===== config.mk =====
export PLATFORM = sky130hd
export DESIGN_NAME = wrc_inv_retry_ctrl
export DESIGN_NICKNAME = d
export VERILOG_FILES = /design/src/rtl/wrc_pkg.sv /design/src/rtl/wrc_hamming_enc.sv /design/src/rtl/wrc_popcount.sv /design/src/rtl/wrc_vote3.sv /design/src/rtl/wrc_inv_retry_ctrl.sv
export SDC_FILE = /design/constraint.sdc
export NUM_CORES = 1
export LEC_CHECK = 0
export ABC_CLOCK_PERIOD_IN_PS = 10500
export BUFFER_PORTS_ARGS = -buffer_cell sky130_fd_sc_hd__buf_4
export CAP_MARGIN = 20
export CORE_ASPECT_RATIO = 2
export CORE_MARGIN = 3
export CORE_UTILIZATION = 53
export CTS_CLUSTER_DIAMETER = 200
export DETAILED_ROUTE_END_ITERATION = 8
export PLACE_DENSITY_LB_ADDON = 0.2
export SYNTH_ARGS = -nofsm -noshare
export SYNTH_HDL_FRONTEND = slang
export SYNTH_SLANG_ARGS = --single-unit

===== constraint.sdc =====
create_clock -name clk -period 10.5 [get_ports clk]
set_input_delay 0.525 -clock clk [delete_from_list [all_inputs] [get_ports clk]]
set_output_delay 0.525 -clock clk [all_outputs]
set_load 0.01 [all_outputs]

===== src/rtl/wrc_pkg.sv =====
package wrc_pkg;

  typedef enum logic [1:0] {
    WS_FIRST  = 2'd0,
    WS_RETRY  = 2'd1,
    WS_DEFECT = 2'd2
  } wr_status_e;

  typedef enum logic [2:0] {
    S_IDLE, S_WR1, S_CHK1, S_WR2, S_CHK2, S_DONE
  } wr_state_e;

  // number of Hamming check bits for a k-bit message
  function automatic int chk_bits(input int k);
    int r;
    r = 1;
    while ((1 << r) < k + r + 1) r++;
    return r;
  endfunction

  function automatic int cw_uni(input int d);
    return d + chk_bits(d);
  endfunction

  function automatic int cw_int(input int d);
    return d + 1 + chk_bits(d + 1);
  endfunction

  function automatic int phys_w(input int d);
    return (cw_int(d) > cw_uni(d) + 3) ? cw_int(d) : cw_uni(d) + 3;
  endfunction

endpackage


===== src/rtl/wrc_hamming_enc.sv =====
module wrc_hamming_enc #(
  parameter int K = 9,
  parameter int N = 13
) (
  input  logic [K-1:0] msg,
  output logic [N-1:0] cw
);

  localparam int R = N - K;

  // positions (1-based) that check bit r covers, excluding check positions
  function automatic logic [N-1:0] cover_mask(input int r);
    logic [N-1:0] m;
    m = '0;
    for (int p = 1; p <= N; p++) begin
      if ((((p >> r) & 1) != 0) && ((p & (p - 1)) != 0)) m[p-1] = 1'b1;
    end
    return m;
  endfunction

  logic [N-1:0] placed;

  for (genvar b = 0; b < N; b++) begin : g_place
    localparam int P = b + 1;
    if ((P & (P - 1)) == 0) begin : g_chk_slot
      assign placed[b] = 1'b0;
    end else begin : g_msg_slot
      assign placed[b] = msg[P - 1 - $clog2(P + 1)];
    end
  end

  for (genvar b = 0; b < N; b++) begin : g_out
    localparam int P = b + 1;
    if ((P & (P - 1)) == 0) begin : g_par
      localparam logic [N-1:0] MASK = cover_mask($clog2(P));
      assign cw[b] = ^(placed & MASK);
    end else begin : g_dat
      assign cw[b] = placed[b];
    end
  end

  if (R < 1) begin : g_bad_param
    initial $display("wrc_hamming_enc: N must exceed K");
  end

endmodule


===== src/rtl/wrc_popcount.sv =====
module wrc_popcount #(
  parameter int W = 15,
  parameter int CW = $clog2(W + 1)
) (
  input  logic [W-1:0]  vec,
  output logic [CW-1:0] cnt
);

  always_comb begin
    cnt = '0;
    for (int i = 0; i < W; i++) begin
      cnt = cnt + {{(CW-1){1'b0}}, vec[i]};
    end
  end

endmodule


===== src/rtl/wrc_vote3.sv =====
module wrc_vote3 (
  input  logic [2:0] copies,
  output logic       maj
);

  assign maj = (copies[0] & copies[1]) | (copies[0] & copies[2]) |
               (copies[1] & copies[2]);

endmodule


===== src/rtl/wrc_inv_retry_ctrl.sv =====
module wrc_inv_retry_ctrl #(
  parameter int ADDR_W = 4,
  parameter int DATA_W = 8,
  parameter int T_CAP  = 1
) (
  input  logic                                 clk,
  input  logic                                 rst_n,
  input  logic                                 req_valid,
  output logic                                 req_ready,
  input  logic [ADDR_W-1:0]                    req_addr,
  input  logic [DATA_W-1:0]                    req_data,
  input  logic                                 req_mode,
  output logic                                 mem_we,
  output logic [ADDR_W-1:0]                    mem_addr,
  output logic [wrc_pkg::phys_w(DATA_W)-1:0]   mem_wdata,
  input  logic [wrc_pkg::phys_w(DATA_W)-1:0]   mem_rdata,
  output logic                                 done,
  output logic [1:0]                           done_status,
  output logic                                 defect,
  output logic [ADDR_W-1:0]                    defect_addr,
  input  logic                                 defect_ack
);
  import wrc_pkg::*;

  localparam int CW_U   = cw_uni(DATA_W);
  localparam int CW_I   = cw_int(DATA_W);
  localparam int PHYS_W = phys_w(DATA_W);
  localparam int CNT_W  = $clog2(PHYS_W + 1);
  localparam logic [CNT_W-1:0] T_LIM = CNT_W'(T_CAP);

  wr_state_e         state_q;
  wr_status_e        status_q;
  logic [ADDR_W-1:0] addr_q;
  logic [DATA_W-1:0] data_q;
  logic              mode_q;   // 1: unintegrated
  logic              pol_q;    // polarity of the attempt in flight
  logic              def_q;
  logic [ADDR_W-1:0] def_addr_q;

  // ---------------- encoders ----------------
  logic [DATA_W:0]   msg_int;
  logic [CW_I-1:0]   cw_int_w;
  logic [CW_U-1:0]   cw_uni_w;

  assign msg_int = pol_q ? {1'b1, ~data_q} : {1'b0, data_q};

  wrc_hamming_enc #(.K(DATA_W + 1), .N(CW_I)) u_enc_int (
    .msg (msg_int),
    .cw  (cw_int_w)
  );

  wrc_hamming_enc #(.K(DATA_W), .N(CW_U)) u_enc_uni (
    .msg (data_q),
    .cw  (cw_uni_w)
  );

  // ---------------- intended physical word ----------------
  logic [PHYS_W-1:0] word;
  logic [PHYS_W-1:0] cmp_mask;

  always_comb begin
    word     = '0;
    cmp_mask = '0;
    if (mode_q) begin
      word[CW_U-1:0]      = pol_q ? ~cw_uni_w : cw_uni_w;
      word[CW_U+2:CW_U]   = {3{pol_q}};
      cmp_mask[CW_U-1:0]  = '1;
    end else begin
      word[CW_I-1:0]      = cw_int_w;
      cmp_mask[CW_I-1:0]  = '1;
    end
  end

  // ---------------- read-back evaluation ----------------
  logic [CNT_W-1:0] wrong_cnt;
  logic             pol_vote;
  logic             attempt_ok;

  wrc_popcount #(.W(PHYS_W), .CW(CNT_W)) u_cnt (
    .vec (((mem_rdata ^ word) & cmp_mask)),
    .cnt (wrong_cnt)
  );

  wrc_vote3 u_vote (
    .copies (mem_rdata[CW_U+2:CW_U]),
    .maj    (pol_vote)
  );

  assign attempt_ok = (wrong_cnt <= T_LIM) && !(mode_q && (pol_vote != pol_q));

  // ---------------- sequencing ----------------
  always_ff @(posedge clk or negedge rst_n) begin
    if (!rst_n) begin
      state_q  <= S_IDLE;
      status_q <= WS_FIRST;
      addr_q   <= '0;
      data_q   <= '0;
      mode_q   <= 1'b0;
      pol_q    <= 1'b0;
    end else begin
      unique case (state_q)
        S_IDLE: if (req_valid) begin
          addr_q  <= req_addr;
          data_q  <= req_data;
          mode_q  <= req_mode;
          pol_q   <= 1'b0;
          state_q <= S_WR1;
        end
        S_WR1:  state_q <= S_CHK1;
        S_CHK1: if (attempt_ok) begin
          status_q <= WS_FIRST;
          state_q  <= S_DONE;
        end else begin
          pol_q   <= 1'b1;
          state_q <= S_WR2;
        end
        S_WR2:  state_q <= S_CHK2;
        S_CHK2: begin
          status_q <= attempt_ok ? WS_RETRY : WS_DEFECT;
          state_q  <= S_DONE;
        end
        S_DONE: state_q <= S_IDLE;
        default: state_q <= S_IDLE;
      endcase
    end
  end

  logic def_set;
  assign def_set = (state_q == S_CHK2) && !attempt_ok;

  always_ff @(posedge clk or negedge rst_n) begin
    if (!rst_n) begin
      def_q      <= 1'b0;
      def_addr_q <= '0;
    end else if (def_set && (!def_q || defect_ack)) begin
      def_q      <= 1'b1;
      def_addr_q <= addr_q;
    end else if (defect_ack) begin
      def_q      <= 1'b0;
    end
  end

  assign req_ready   = (state_q == S_IDLE);
  assign mem_we      = (state_q == S_WR1) || (state_q == S_WR2);
  assign mem_addr    = addr_q;
  assign mem_wdata   = word;
  assign done        = (state_q == S_DONE);
  assign done_status = status_q;
  assign defect      = def_q;
  assign defect_addr = def_addr_q;

endmodule


==> results of run 1 <==
[cell families (layout without fill, tap and decap cells)]
family / count (synthesis) / in the layout / synth area share
AO/OA/AOI/OAI: 12 / 12 / 0.05511
XOR/XNOR: 36 / 36 / 0.2160
adder cells (fa/ha/maj): 15 / 15 / 0.1403
buffers and inverters: 16 / 73 / 0.04702
flip-flops: 24 / 24 / 0.3527
multiplexers: 18 / 18 / 0.1183
AND/OR/NAND/NOR: 24 / 24 / 0.07054
[cells in the mapped netlist]
| library cell | instances |
|---|---|
| nand2_1 | 4 |
| and2_1 | 2 |
| o211ai_2 | 1 |
| a22o_1 | 1 |
| nor2b_1 | 2 |
| and3b_1 | 1 |
| ha_1 | 7 |
| mux2_2 | 16 |
| xor2_1 | 14 |
| o31ai_1 | 1 |
| buf_2 | 1 |
| a21boi_0 | 1 |
| mux2i_1 | 1 |
| or2b_1 | 1 |
| nor2_1 | 8 |
| inv_1 | 10 |
| o2111ai_2 | 1 |
| xor2_4 | 2 |
| xnor2_1 | 18 |
| a21oi_1 | 1 |
| clkbuf_1 | 1 |
| a21o_1 | 1 |
| nor3b_1 | 1 |
| o21ai_0 | 3 |
| fa_1 | 7 |
| xnor2_2 | 2 |
| o31a_1 | 1 |
| buf_6 | 1 |
| mux2_1 | 1 |
| nand2b_1 | 1 |
| buf_4 | 3 |
| nor3_1 | 2 |
| o22ai_1 | 1 |
| nand3_1 | 2 |
| maj3_2 | 1 |
| dfrtp_1 | 24 |
[worst max-delay path by stage]
stage                 startpoint                         end  slack, ns
4_1_cts        pol_q$_DFFE_PN0P_  defect_addr[2]$_DFFE_PN0P_       4.63
2_1_floorplan  pol_q$_DFFE_PN0P_  defect_addr[0]$_DFFE_PN0P_       5.16
5_1_grt        pol_q$_DFFE_PN0P_  defect_addr[1]$_DFFE_PN0P_       4.34
3_5_place_dp   pol_q$_DFFE_PN0P_  defect_addr[2]$_DFFE_PN0P_       4.65
6_report       pol_q$_DFFE_PN0P_  defect_addr[2]$_DFFE_PN0P_       4.67
3_3_place_gp   pol_q$_DFFE_PN0P_  defect_addr[2]$_DFFE_PN0P_       4.83
[layout make-up]
type	instances	area, sq um
Timing Repair Buffer	60	450.4
Multi-Input combinational cell	105	1022
Clock buffer	3	41.29
Inverter	10	37.54
Sequential cell	24	600.6
Tap cell	30	37.54
Fill cell	256	823.3
[worst max-delay path, stage by stage (launching register included)]
cell	delay, ns
dfrtp_1	0.84
and2_1	0.31
xnor2_1	0.10
xnor2_1	0.27
xor2_1	0.11
ha_1	0.29
inv_1	0.05
fa_1	0.50
fa_1	0.51
fa_1	0.56
inv_1	0.07
fa_1	0.48
ha_1	0.25
fa_1	0.38
xor2_1	0.17
nor2_1	0.11
o211ai_2	0.16
o2111ai_2	0.19
mux2_2	0.38
[layout by cell type, fill, tap and decap left out]
cell / instances
and2_1: 2
a21o_1: 1
mux2_1: 1
dfrtp_1: 24
nor3b_1: 1
maj3_2: 1
mux2i_1: 1
a21boi_0: 1
xnor2_2: 2
o211ai_2: 1
buf_4: 60
o31ai_1: 1
nor3_1: 2
fa_1: 7
xor2_4: 2
ha_1: 7
nand3_1: 2
a21oi_1: 1
o21ai_0: 3
or2b_1: 1
inv_1: 10
xor2_1: 14
and3b_1: 1
o2111ai_2: 1
clkbuf_8: 3
a22o_1: 1
nor2b_1: 2
xnor2_1: 18
o22ai_1: 1
nand2_1: 4
nor2_1: 8
mux2_2: 16
o31a_1: 1
nand2b_1: 1
[stage by stage]
step                instance area, sq um  hold slack, ns    util  setup slack, ns  cells
detailed placement                  2148          0.4370  0.7130            4.651    229
CTS                                 2190          0.1523  0.7267            4.632    232
finish                              2190          0.1493  0.7267            4.668    232
global placement                    2148          0.4295  0.7130            4.829    229
floorplan                           1703          0.2294       -            5.157    145
global route                        2190          0.1559  0.7267            4.336    232
[routing by layer]
layer | track usage | up-vias
met4 | 0.1088 | 0
met1 | 0.1905 | 583
met3 | 0.02101 | 12
met5 | 0 | -
li1 | - | 584
met2 | 0.3857 | 52
[flip-flops by register name, indices dropped and copies added, names as in the netlist]
register / flops
data_q: 8
pol_q: 1
defect: 1
done_status: 2
defect_addr: 4
state_q: 3
mem_addr: 4
mode_q: 1
==> flow_summary.toml, run 1 <==
[status]
status = "complete, no violations"

[min_path]
hold_class = "in -> async"

[sta]
period_needed_ns = 5.832
worst_pin_slew_ns = 0.7615
fin_worst_skew_ns = 0.005763
fin_crit_sh = 0.5554
max_freq_ghz = 0.1715
relSlewSlack = 0.4923
hold_viol = 0
finalSetupViolations = 0
slew_violations = 0
tns_ns = 0
rsz0062_at_grt = "false"

[clocking]
post_cts.repair.setup_buffers = 0
cts_tree = "built"
clock_latency_ns = 0.26
cts_buffer_depth = 2
cts-root-buf = "clkbuf_8"
cts_sinks = 24
cts_made_buffers = 3
cts.clk_slew.worst_paths_ns = 0.08
cts_htree_levels = 1
cts_resized = 0
cts_hold_buf = 0

[die]
die_h_microns = 86.16
core_area_sq_um = 3013
core.rowCount = 28
die_w_microns = 46.08
start_util = 0.5652
pin_count = 61
dieArea_sq_um = 3970

[critical_path]
critical_path_class = "reg -> reg"
arrival_ns = 5.98
worstSetupStartpointType = "flip-flop"
endpoint_kind = "flip-flop"
worst_r2r_path_depth = 18
r2r_slack_ns = 4.67
required_ns = 10.64
path_max_fanout = 13
reg2reg_from = "pol_q$_DFFE_PN0P_"
r2r-end = "defect_addr[2]$_DFFE_PN0P_"

[drt]
route.detailed.drc = 0
drtIter0Drc = 13
wl_met2_microns = 2194
ant_nets = 0
vias_per_cell = 5.306
met1_length_microns = 1137
drt-total-wl_microns = 3689
met3_length_microns = 209
firstDrtPassIters = 4
avgRoutedWirePerCell_microns = 15.90
topRoutingLayerUsed = "met4"
vias = 1231

[place]
io_buffer_count = 60
hpwlAfterDp_microns = 3213
place.gp.congestion = 0.8231

[synthesis]
synth_seq_cells = 24
synthesis.instances = 145
yosysUniqueCellTypes = 36
synth_nets = 191
yosys.area.top_type = "dfrtp_1"
yosysWarnings = 0
synth_top_area_share = 0.3527
synth_area_leaders = "dfrtp_1 35%, mux2_2 11%, xnor2_1 9.3%"
ys_seq_area_frac = 0.3527
avgSynthCellArea_sq_um = 11.74
syn_area_sq_um = 1703

[grt]
grt_max_degree = 25
overflow = 0
grt_pass1_wl_microns = 5899
grt.total_usage = 0.2030
antenna_found_initial = 0
grt_pass1_vias = 1376

[finish]
drive_gt1_frac = 0.4257
n_antenna_cell = 0
num-nets-final = 250
syn_to_final_growth_pct = 28.58

[flow_run]
max-cap-violations = 0
Power of run 1 is not shown: default switching activity piles up to over one toggle a cycle in this logic, so the estimate is an artifact.
==> run 2, diff against run 1 <==
Settings changed: ABC_AREA set to 1, ABC_CLOCK_PERIOD_IN_PS 10500 to 5800, CORE_UTILIZATION 53 to 51.
Clock period 10.5 ns to 5.8 ns, I/O delays scaled along.
==> run 2 against run 1 <==
- sequential share of layout area is 2.1 points lower
- largest cell class unchanged
- final cell count is 36% higher
- maximum frequency increased by 8.7%
- clock skew shrank 0.0038 ns
- global-route usage fell by 0.83 points
- routed wire length increased by 4.0%
==> flow_summary.toml, run 2 <==
[sta]
finalSetupViolations = 0
max_freq_ghz = 0.1864
fin_crit_sh = 0.9250
holdWs_ns = 0.2588
rsz0062_at_grt = "false"
worst_pin_slew_ns = 0.3843
relSlewSlack = 0.7429
hold_viol = 0
tns_ns = 0
slew_violations = 0
fin_worst_skew_ns = 0.001980
period_needed_ns = 5.365

[critical_path]
required_ns = 6.00
worst_r2r_path_depth = 27
r2r_slack_ns = 0.43
worstSetupStartpoint = "pol_q$_DFFE_PN0P_"
endpoint_kind = "flip-flop"
worstSetupStartpointType = "flip-flop"
arrival_ns = 5.56
critical_path_class = "reg -> reg"
reg2reg_from = "pol_q$_DFFE_PN0P_"
path_max_fanout = 8

[finish]
num-nets-final = 314
n_antenna_cell = 0
largest_reg_flops = 8
nFillCells = 297
final_common_cell = "buf_4"
syn_to_final_growth_pct = 30.19
most-common-layout-cells = "61 x buf_4, 45 x nand2_1, 29 x inv_1, 24 x dfrtp_1, 14 x nand3_1"
max_flop_register = "data_q"
drive_gt1_frac = 0.3408
stdcell_count = 315
utilization = 0.6934

[die]
start_util = 0.5326
die_w_microns = 48.23
die_h_microns = 90.47
core_area_sq_um = 3416
dieArea_sq_um = 4363
pin_count = 61
core.rowCount = 30

[grt]
overflow = 0
grt_pass1_vias = 1647
antenna_found_initial = 0
grt_pass1_wl_microns = 6334
grt.total_usage = 0.1947
grt_max_degree = 25

[place]
place.gp.congestion = 0.7897
io_buffer_count = 60
hpwlAfterDp_microns = 3323
placed_cells = 310

[synthesis]
yosysMostFrequentCell = "nand2_1"
synth_top_area_share = 0.3301
yosysWarnings = 0
synth_area_leaders = "dfrtp_1 33%, nand2_1 9.3%, fa_1 7.7%"
synth-edff-count = 0
yosysUniqueCellTypes = 28
ys.flop_type = "dfrtp_1"
ys_seq_area_frac = 0.3301
ys_top_cells_by_count = "45 x nand2_1, 29 x inv_1, 24 x dfrtp_1"
async_flop_share = 1.000
yosys.area.top_type = "dfrtp_1"
synth_nets = 251
avgSynthCellArea_sq_um = 8.874
synth_seq_cells = 24
syn_area_sq_um = 1819
synthesis.instances = 205

[drt]
avgRoutedWirePerCell_microns = 12.18
firstDrtPassIters = 4
drt-total-wl_microns = 3836
ant_nets = 0
vias_per_cell = 4.857
drtIter0Drc = 15
route.detailed.drc = 0
vias = 1530

[clocking]
cts_sinks = 24
clock_latency_ns = 0.26
cts_htree_levels = 1
cts_buffer_depth = 2
cts_resized = 0
cts_made_buffers = 3
cts_tree = "built"
cts.clk_slew.worst_paths_ns = 0.08
cts-root-buf = "clkbuf_8"

[min_path]
hold_class = "in -> reg"
hp-start = "req_data[1]"
holdPathStages = 2

[status]
status = "complete, no violations"

[flow_run]
max-cap-violations = 0
==> run 2: changes by cell type after synthesis, moves of 3 or more <==
| cell | previous run | this run |
|---|---|---|
| nand2_1 | 4 | 45 |
| nand4_1 | 0 | 4 |
| inv_1 | 10 | 29 |
| nand3_1 | 2 | 14 |
| xnor2_1 | 18 | 11 |
| a21oi_1 | 1 | 8 |
| xor2_1 | 14 | 11 |
| mux2_2 | 16 | 8 |
| nand2_2 | 0 | 7 |
| nand2_4 | 0 | 3 |
==> run 2: logic make-up (layout without fill, tap and decap cells) <==
group,Yosys count,after routing,share of synthesized area
and+or+nand+nor,88,88,0.2325
DFF,24,24,0.3301
AOI/OAI and AO/OA,10,10,0.02820
adders and majority gates,14,14,0.1252
xor gates and xnor gates,26,26,0.1520
buffers and inverters,35,97,0.08253
muxes,8,8,0.04952
==> run 2: final cells by class <==
| cell class | instances | area [sq um] | share of cell area |
|---|---|---|---|
| Inverter | 31 | 116.4 | 0.04913 |
| Clock buffer | 4 | 55.05 | 0.02324 |
| Multi-Input combinational cell | 146 | 1069 | 0.4511 |
| Timing Repair Buffer | 62 | 467.9 | 0.1976 |
| Tap cell | 48 | 60.06 | 0.02536 |
| Sequential cell | 24 | 600.6 | 0.2536 |
==> run 2: final timing paths <==
kind                                              endpoint
worst max-delay path            defect_addr[3]$_DFFE_PN0P_
worst min-delay path                 data_q[1]$_DFFE_PN0P_
worst max register to register  defect_addr[3]$_DFFE_PN0P_
worst min register to register  defect_addr[2]$_DFFE_PN0P_
max in group asynchronous           state_q[0]$_DFFE_PN0P_
min in group asynchronous       defect_addr[2]$_DFFE_PN0P_
==> run 2: layer usage <==
| layer | GRT usage | vias to the layer above | share of wire |
|---|---|---|---|
| met2 | 0.3723 | 45 | 0.61 |
| met3 | 0.02196 | 8 | 0.044 |
| li1 | - | 761 | - |
| met1 | 0.1795 | 716 | 0.32 |
| met5 | 0 | - | 0 |
| met4 | 0.07865 | 0 | 0.024 |
==> run 2: critical path, cell delays in order (launching register included) <==
cell	delay, ns
dfrtp_1	0.43
buf_4	0.22
nand2_4	0.09
nand2_4	0.08
xnor2_1	0.19
inv_1	0.06
nand2_1	0.09
nand2_2	0.06
nand2_1	0.06
nand2_1	0.06
ha_1	0.27
inv_1	0.05
fa_1	0.50
fa_1	0.52
fa_1	0.57
inv_1	0.06
fa_1	0.47
ha_1	0.24
fa_1	0.43
inv_1	0.07
nand2_1	0.05
nor2_1	0.08
nand2_1	0.06
nor2_1	0.21
nand2_2	0.16
nand3_2	0.12
nand2_1	0.05
nand2_1	0.06
==> run 2: what timing repair did <==
action / in CTS / in global routing
setup buffers: 0 / 0
hold endpoints to repair: 24 / 0
hold buffers: 1 / 0
==> run 2: through the flow <==
step | setup WS (ns) | instance area (sq um)
global placement | 0.4995 | 2303
CTS | 0.4041 | 2369
finish | 0.4349 | 2369
detailed placement | 0.4222 | 2303
floorplan | 0.8379 | 1819
global route | 0.03128 | 2369
Power of run 2 is left out for the same reason.
==> run 3, diff against run 2 <==
Settings changed: ABC_AREA 1 to unset, CORE_MARGIN 3 to 4, CORE_UTILIZATION 51 to 50.
==> run 3 against run 2 <==
- clock skew grew 0.0032 ns
- routed wire length grew 1.8%
- critical path depth shrank 9
- global-route usage shrank 1.1 points
- die area grew 2.2%
- sequential cell count is the same
- core utilization is essentially flat
- final cell count shrank 25%
- worst setup slack lost 0.058 ns
==> flow_summary.toml, run 3 (synthesis results as in run 1) <==
[finish]
drive_gt1_frac = 0.4293
multi_input_area_sq_um = 1022
largest_reg_flops = 8
num-nets-final = 252
final_common_cell = "buf_4"
most-common-layout-cells = "61 x buf_4, 24 x dfrtp_1, 18 x xnor2_1, 16 x mux2_2, 14 x xor2_1"
nFillCells = 249
syn_to_final_growth_pct = 31.45
max_flop_register = "data_q"
seqCellArea_sq_um = 600.6
n_antenna_cell = 0
stdcell_count = 236

[drt]
ant_nets = 0
vias_per_cell = 5.246
firstDrtPassIters = 4
avgRoutedWirePerCell_microns = 16.55
drtIter0Drc = 11
drt-total-wl_microns = 3906
vias = 1238
route.detailed.drc = 0

[status]
status = "complete, no violations"

[min_path]
holdPathEnd = "defect$_DFFE_PN0P_"
hp-start = "defect_ack"
hold_class = "in -> reg"
holdPathStages = 2

[place]
io_buffer_count = 60
place.gp.congestion = 0.8150
placed_cells = 231
hpwlAfterDp_microns = 3304

[die]
start_util = 0.5273
pin_count = 61
core.rowCount = 29
die_h_microns = 90.53
dieArea_sq_um = 4460
core_area_sq_um = 3229
die_w_microns = 49.27

[sta]
hold_viol = 0
max_freq_ghz = 0.1844
tns_ns = 0
period_needed_ns = 5.423
slew_violations = 0
worst_pin_slew_ns = 0.6384
fin_worst_skew_ns = 0.005219
finalSetupViolations = 0
relSlewSlack = 0.5744
fin_crit_sh = 0.9349
rsz0062_at_grt = "false"
holdWs_ns = 0.2222

[critical_path]
cp_num_buf_inv = 2
r2r_slack_ns = 0.38
endpoint_kind = "flip-flop"
worst_r2r_path_depth = 18
arrival_ns = 5.58
required_ns = 5.96
path_max_fanout = 5
cp_top_family = "adder cells"
crit_chain = "xnor2_1 -> xnor2_1 -> xnor2_1 -> xor2_1 -> ha_1 -> inv_1 -> fa_1 -> fa_1 -> fa_1 -> inv_1 -> fa_1 -> ha_1 -> fa_1 -> xor2_1 -> nor2_1 -> o211ai_2 -> o2111ai_2 -> mux2_2"
critical_path_class = "reg -> reg"
r2r-end = "defect_addr[3]$_DFFE_PN0P_"
worstSetupStartpointType = "flip-flop"
reg2reg_from = "data_q[6]$_DFFE_PN0P_"
crit_path_max_incr_delay_ns = 0.55
critPathMostFrequentCell = "fa_1"
cp_slowest_cell = "fa_1"

[clocking]
cts.clk_slew.worst_paths_ns = 0.08
cts_htree_levels = 1
cts_sinks = 24
cts_resized = 0
cts-root-buf = "clkbuf_8"
clock_latency_ns = 0.26
cts_tree = "built"
post_cts.repair.setup_buffers = 0
cts_buffer_depth = 2
cts_made_buffers = 3

[flow_run]
max-cap-violations = 0

[grt]
grt_pass1_vias = 1337
grt.total_usage = 0.1841
grt_pass1_wl_microns = 6341
grt_max_degree = 25
antenna_found_initial = 0
overflow = 0
-- run 3: timing repair --
action | CTS | global route
endpoints found under the hold margin | 24 | 0
endpoints found under the setup margin | 0 | 0
hold buffers | 1 | 0
-- run 3: worst max-delay path by stage --
stage	start	end	depth (start not counted)
after global routing	data_q[6]$_DFFE_PN0P_	defect_addr[2]$_DFFE_PN0P_	18
after floorplan	pol_q$_DFFE_PN0P_	defect_addr[0]$_DFFE_PN0P_	18
final	data_q[6]$_DFFE_PN0P_	defect_addr[3]$_DFFE_PN0P_	18
after global placement	data_q[3]$_DFFE_PN0P_	defect_addr[3]$_DFFE_PN0P_	18
after detailed placement	data_q[6]$_DFFE_PN0P_	defect_addr[2]$_DFFE_PN0P_	18
after CTS	data_q[6]$_DFFE_PN0P_	defect_addr[3]$_DFFE_PN0P_	18
-- run 3: layout make-up --
class,count,area share
Clock inverter,1,0.01342
Inverter,10,0.01677
Multi-Input combinational cell,105,0.4567
Tap cell,31,0.01733
Sequential cell,24,0.2683
Clock buffer,3,0.01845
Timing Repair Buffer,62,0.2091
-- run 3: stage by stage --
stage / utilization / instance area [sq um] / setup WS [ns]
floorplan: - / 1703 / 0.4566
global placement: 0.6680 / 2157 / 0.4291
detailed placement: 0.6680 / 2157 / 0.3385
CTS: 0.6931 / 2238 / 0.3157
global route: 0.6931 / 2238 / 0.04086
finish: 0.6931 / 2238 / 0.3774
-- run 3: layer usage --
metal  vias to the layer above  global-route usage  share of wire  wire, microns
li1                        595                   -              -              -
met4                         0             0.09026          0.032            125
met1                       586              0.1792           0.33           1275
met2                        48              0.3565           0.58           2284
met5                         -                   0              0              0
met3                         9             0.02645          0.057            222
Power of run 3 is left out for the same reason.
